[src/rtl/i2c_evt_pkg.sv]
package i2c_evt_pkg;
  localparam int unsigned CODE_W    = 8;
  localparam logic [CODE_W-1:0] IDLE_CODE = 8'hF8;

  typedef enum int unsigned {
    EV_START_SENT = 0,
    EV_ADDR_RW    = 1,
    EV_ADDR_BYTE  = 2,
    EV_ARB_LOST   = 3,
    EV_OWN_MATCH  = 4,
    EV_DATA_RX    = 5,
    EV_SLV_STOP   = 6,
    EV_BUS_ERR    = 7
  } evt_idx_e;

  // Code of an event line: last line (bus error) is zero, others step by 8.
  function automatic logic [CODE_W-1:0] evt_code(int unsigned idx, int unsigned n);
    if (idx == n - 1) return '0;
    return CODE_W'((idx + 1) << 3);
  endfunction
endpackage

[src/rtl/i2c_evt_prio.sv]
module i2c_evt_prio
  import i2c_evt_pkg::*;
#(
  parameter int unsigned NUM_EVT = 8
) (
  input  logic [NUM_EVT-1:0] strb,
  output logic               any_evt,
  output logic [CODE_W-1:0]  code
);
  // scan upward so the highest active line is the one kept
  always_comb begin
    any_evt = |strb;
    code    = IDLE_CODE;
    for (int unsigned i = 0; i < NUM_EVT; i++) begin
      if (strb[i]) code = evt_code(i, NUM_EVT);
    end
  end
endmodule

[src/rtl/i2c_evt_flag.sv]
module i2c_evt_flag (
  input  logic clk,
  input  logic rst,
  input  logic fire,
  input  logic clr,
  input  logic abort,
  output logic flag_nxt,
  output logic flag_q
);
  // abort beats everything, R8 event beats clear
  always_comb begin
    if (abort)      flag_nxt = 1'b0;
    else if (fire)  flag_nxt = 1'b1;
    else if (clr)   flag_nxt = 1'b0;
    else            flag_nxt = flag_q;
  end

  always_ff @(posedge clk) begin
    if (rst) flag_q <= 1'b0;
    else     flag_q <= flag_nxt;
  end
endmodule

[src/rtl/i2c_evt_status.sv]
module i2c_evt_status
  import i2c_evt_pkg::*;
(
  input  logic              clk,
  input  logic              rst,
  input  logic              fire,
  input  logic              abort,
  input  logic              flag_nxt,
  input  logic [CODE_W-1:0] code_in,
  output logic [CODE_W-1:0] status_q
);
  logic              load_q;
  logic [CODE_W-1:0] code_q;

  always_ff @(posedge clk) begin
    if (rst) begin
      load_q   <= 1'b0;
      code_q   <= IDLE_CODE;
      status_q <= IDLE_CODE;
    end else begin
      load_q <= fire && !abort;
      if (fire) code_q <= code_in;
      if (!flag_nxt)   status_q <= IDLE_CODE;
      else if (load_q) status_q <= code_q;
    end
  end
endmodule

[src/rtl/i2c_evt_status_unit.sv]
module i2c_evt_status_unit
  import i2c_evt_pkg::*;
#(
  parameter int unsigned NUM_EVT = 8
) (
  input  logic               clk,
  input  logic               rst,
  input  logic [NUM_EVT-1:0] evt_strb,
  input  logic               ie,
  input  logic               gie,
  input  logic               lp_match_pend,
  input  logic               foreign_wake,
  input  logic               reg_wr_en,
  input  logic               reg_wr_flag,
  output logic               flag,
  output logic [CODE_W-1:0]  status,
  output logic               scl_hold,
  output logic               irq
);
  // named internal events, visible to the bound checker
  logic              fire_w;
  logic              clr_w;
  logic              abort_w;
  logic              flag_nxt_w;
  logic [CODE_W-1:0] evt_code_w;

  assign clr_w   = reg_wr_en & reg_wr_flag;
  assign abort_w = lp_match_pend & foreign_wake;

  i2c_evt_prio #(.NUM_EVT(NUM_EVT)) u_prio (
    .strb    (evt_strb),
    .any_evt (fire_w),
    .code    (evt_code_w)
  );

  i2c_evt_flag u_flag (
    .clk      (clk),
    .rst      (rst),
    .fire     (fire_w),
    .clr      (clr_w),
    .abort    (abort_w),
    .flag_nxt (flag_nxt_w),
    .flag_q   (flag)
  );

  i2c_evt_status u_stat (
    .clk      (clk),
    .rst      (rst),
    .fire     (fire_w),
    .abort    (abort_w),
    .flag_nxt (flag_nxt_w),
    .code_in  (evt_code_w),
    .status_q (status)
  );

  assign scl_hold = flag;
  assign irq      = flag & ie & gie;
endmodule

[config.mk]
export PLATFORM = sky130hd
export DESIGN_NAME = i2c_evt_status_unit
export DESIGN_NICKNAME = d
export VERILOG_FILES = /design/src/rtl/i2c_evt_pkg.sv /design/src/rtl/i2c_evt_prio.sv /design/src/rtl/i2c_evt_flag.sv /design/src/rtl/i2c_evt_status.sv /design/src/rtl/i2c_evt_status_unit.sv
export SDC_FILE = /design/constraint.sdc
export NUM_CORES = 1
export LEC_CHECK = 0
export ABC_AREA = 1
export BUFFER_PORTS_ARGS = -buffer_cell sky130_fd_sc_hd__buf_2
export CORE_AREA = 2 2 39 41
export DETAILED_ROUTE_END_ITERATION = 8
export DIE_AREA = 0 0 41 43
export PLACE_DENSITY = 0.69
export RECOVER_POWER = 25
export REMOVE_ABC_BUFFERS = 1
export SETUP_SLACK_MARGIN = 0.02
export SYNTH_ARGS = -nofsm -noshare
export SYNTH_HDL_FRONTEND = slang
export SYNTH_SLANG_ARGS = --single-unit
[constraint.sdc]
create_clock -name clk -period 1.5 [get_ports clk]
set_input_delay 0.075 -clock clk [delete_from_list [all_inputs] [get_ports clk]]
set_output_delay 0.075 -clock clk [all_outputs]
set_load 0.05 [all_outputs]
* Word-level counts from Yosys, hierarchy flattened *
Index checks and enable logic that the tools add are counted.

operators by class
  bitwise operators = 5
  reduce and logical (&&, ||, !) cells = 4
  multiplexer cells = 13

operator list
  operator             count
  $mux W8              8
  $reduce_or A8 Y1     1
  $mux W7              1
  $and A1 B1 Y1        4
  $mux W1              4
  $reduce_or A2 Y1     1
  $logic_and A1 B1 Y1  1
  $logic_not A1 Y1     1
  $not A1 Y1           1

storage, ports and cells
  register bits after elaboration = 18
  output and inout bits = 11
  input bits = 16
  word-level logic and storage cells = 26

* Longest topological paths before layout *
  depth in word-level cells = 8
  mapped depth = 8
  gate-level depth less buffers = 8

* Modules after synthesis *
Synthesis repeated with hierarchy kept, for this count alone.

second synthesis, totals
  cell total of the unflattened synthesis = 117
  area total of the unflattened synthesis = 832.0 µm²

modules (own cells, without submodules)
  module               cells each  area each (µm²)  seq. area each (µm²)  times used
  i2c_evt_status       73          595.6            340.3                 1
  i2c_evt_prio         27          145.1            0.0                   1
  i2c_evt_flag         9           55.1             20.0                  1
  i2c_evt_status_unit  8           36.3             0.0                   1

* Worst setup path after synthesis *
No wires, ideal clock.

  path kind = flip-flop to output port
  from = register u_flag.flag_q
  to = output irq
  stages on the path, launching flop included = 2
  setup slack = 0.237 ns
  path buffers = 0
  arrival = 1.188 ns
  required time = 1.425 ns
  cells stage by stage = dfxtp_1 -> and3_1

between the ends
  longest elaborated chain between the ends = 2

ends and longest elaborated chain
  what                         RTL line                   RTL
  start: declaration           i2c_evt_flag.sv:8          output logic flag_q
  start signal: assignment     i2c_evt_flag.sv:20         else flag_q <= flag_nxt;
  $and A1 B1 Y1 (2 in series)  i2c_evt_status_unit.sv:57  assign irq = flag & ie & gie;
  end: declaration             i2c_evt_status_unit.sv:18  output logic irq

Every way passes these cells.

* Worst setup path in the final report *
Ends and elaborated chain as after synthesis.

==> impl_metrics.py <==
metrics = {
    "floorplan": {
        "initial_core_util_pct": 35.7,
        "ios": 27,
        "die_h_um": 43,
        "die-area_um2": 1760,
        "die_w_um": 41,
        "placementRows": 14,
        "core_um2": 1380,
    },
    "worst_setup_path": {
        "cp_top_family": "flip-flops",
        "critPathArrivalTime_ns": 1.00,
        "end_kind": "output pin",
        "criticalPathCategory": "flop to output pin",
        "reg2reg_from": "u_flag.flag_q",
        "path_buf_inv": 1,
        "slowest_delay_ns": 0.35,
        "path_cells": "and3_1, buf_2",
        "cp.required_ns": 1.42,
        "start_kind": "flop",
        "crit_path_top_delay_cell": "dfxtp_1",
        "worstSetupStartpoint": "u_flag.flag_q",
        "cp_max_fo": 4,
    },
    "sta": {
        "fin_crit_ns": 1.07,
        "finalSetupTns_ns": 0,
        "fin_crit_sh_pct": 71.4,
        "fin_ws_ns": 0.428,
        "hold_ws_ns": 0.0344,
        "max_freq_ghz": 0.933,
        "setup_violations": 0,
        "maxSlewHeadroom_pct": 63.9,
        "finalHoldViolCount": 0,
        "tightestPinTransition_ns": 0.539,
        "fin_skew_ns": 0.00148,
        "rsz0062_at_grt": "false",
        "finalMaxSlewViolations": 0,
    },
    "drt": {
        "ant_nets": 0,
        "wire_per_inst_um": 7.94,
        "first_pass_iters": 1,
        "drt_iter0_markers": 0,
        "drc": 0,
        "vias": 437,
        "wl_um": 818,
        "viasPerCell": 4.24,
    },
    "clock_tree": {
        "cts_sinks": 10,
        "cts.repair.resized": 0,
        "cts_buffers": 3,
        "clockBufferDepth": 2,
        "post_cts_buffers": 0,
        "cts_root_buffer": "clkbuf_4",
        "clock_latency_ns": 0.25,
        "path_clk_slew_ns": 0.06,
        "cts_tree": "built",
        "htreeDepth": 1,
        "hold_buffers": 0,
    },
    "yosys": {
        "synthMuxAreaShare_pct": 8.10,
        "syn-instance-count": 65,
        "synth_fa_ha_area_share_pct": 0,
        "synth_compound_area_share_pct": 6.84,
        "yosys.area_share.xor_xnor_pct": 0,
        "ys_types": 15,
        "syn_area_per_cell_um2": 7.60,
        "synth_simple_gate_area_share_pct": 30.1,
        "synth_area_um2": 494,
        "synth_top_family_by_area": "simple AND/OR/NAND/NOR gates",
        "yosys_warnings": 0,
        "ys_seq_area_share_pct": 40.5,
        "ys_ff_latch": 10,
    },
    "global_routing": {
        "grt.total_usage_pct": 11.0,
        "grt_max_degree": 8,
        "globalRouteOverflowTotal": 0,
        "grt_pass1_vias": 343,
        "grt_pass1_wl_mm": 1.28,
        "antenna_found_initial": 0,
    },
    "finish": {
        "post-route-util_pct": 43.9,
        "layout_common_cells": "24 x nand2_1, 22 x buf_2, 10 x dfxtp_1",
        "layout_commonest_cell": "nand2_1",
        "area_growth_pct": 22.8,
        "nets": 105,
        "drive_above_1_share_pct": 33.3,
        "final_area_um2": 607,
        "finalNonFillerCells": 103,
        "nFillCells": 146,
        "n_antenna_cell": 0,
    },
    "placed_design": {
        "place.gp.congestion": 0.718,
        "place_inst": 100,
        "dp_hpwl_um": 704,
        "dpl_cell_area_um2": 596,
        "dp_worst_setup_slack_ns": 0.600,
        "portBuffers": 23,
    },
    "power_and_ir_drop": {
        "netSwitchingFraction_pct": 29.6,
        "p_per_area_nw_per_um2": 965,
        "vdd_drop_max_mv": 0.363,
        "power_mw": 0.585,
        "internal_power_mw": 0.412,
        "seqPwrFrac_pct": 49.6,
        "combinationalPowerShare_pct": 21.6,
        "p_switching_mw": 0.173,
        "p_leak_nw": 0.327,
        "power_frac_clock_pct": 28.8,
    },
    "worst_hold_path": {
        "hold_class": "primary input to flop",
        "holdCritStartpoint": "rst",
    },
    "flow_run": {
        "drv_cap": 0,
    },
    "status": {
        "status": "complete, no violations",
    },
}
-- sequential cells by signal (all words and copies together), names as in the netlist --
signal           cells
u_flag.flag_q        1
u_stat.code_q        4
u_stat.load_q        1
u_stat.status_q      4
-- worst paths after layout --
path,end,slack (ns),depth (start not counted)
setup reg to reg,u_stat.status_q[5],0.66,3
hold reg to reg,u_stat.code_q[6],0.46,2
setup / recovery,irq,0.43,2
hold / removal,u_stat.code_q[4],0.03,3
-- power by group through the flow --
stage	combinational (mW)	sequential, mW	clock, mW
finish	0.126	0.291	0.169
global route	0.141	0.293	0.192
CTS	0.130	0.291	0.176
detailed placement	0.130	0.297	0
global placement	0.128	0.296	0
floorplan	0.0588	0.327	0
-- kinds of logic after synthesis --
logic type,Yosys count
simple gates,33
buf+inv,13
flops,10
compound gates,4
mux,4
other cells,1
-- synthesized netlist by cell type --
library cell  instances  share of area, %
nand2_1              24                18
dfxtp_1              10                41
inv_1                 7               5.3
buf_4                 5               7.6
mux2i_1               4               8.1
nor2_1                3               2.3
a21oi_1               2               2.0
nor2_2                2               2.5
nor2_4                2               4.6
a21oi_4               1               3.3
and3_1                1               1.3
buf_1                 1              0.76
conb_1                1              0.76
nand2_2               1               1.3
o211ai_1              1               1.5
-- routing by layer --
| layer | vias to the layer above | global-route usage, % | wire [µm] |
|---|---|---|---|
| met5 | - | 0 | 0 |
| met4 | 0 | 8.00 | 17 |
| met3 | 2 | 3.14 | 99 |
| met2 | 24 | 15.0 | 346 |
| met1 | 175 | 14.0 | 354 |
| li1 | 236 | - | - |
-- final cells by class --
cell class	count	area [µm²]	share of cell area, %
Sequential cell	10	200	33.0
Clock buffer	3	22.5	3.71
Inverter	7	26.3	4.33
Tap cell	16	20.0	3.30
Multi-Input combinational cell	44	224	36.9
Timing Repair Buffer	23	114	18.8
-- tightest hold or removal path: stages --
cell and delay [ns]:
buf_2 0.10, a21oi_1 0.04, nand2_1 0.05
Power figures use the tool's default switching activity.
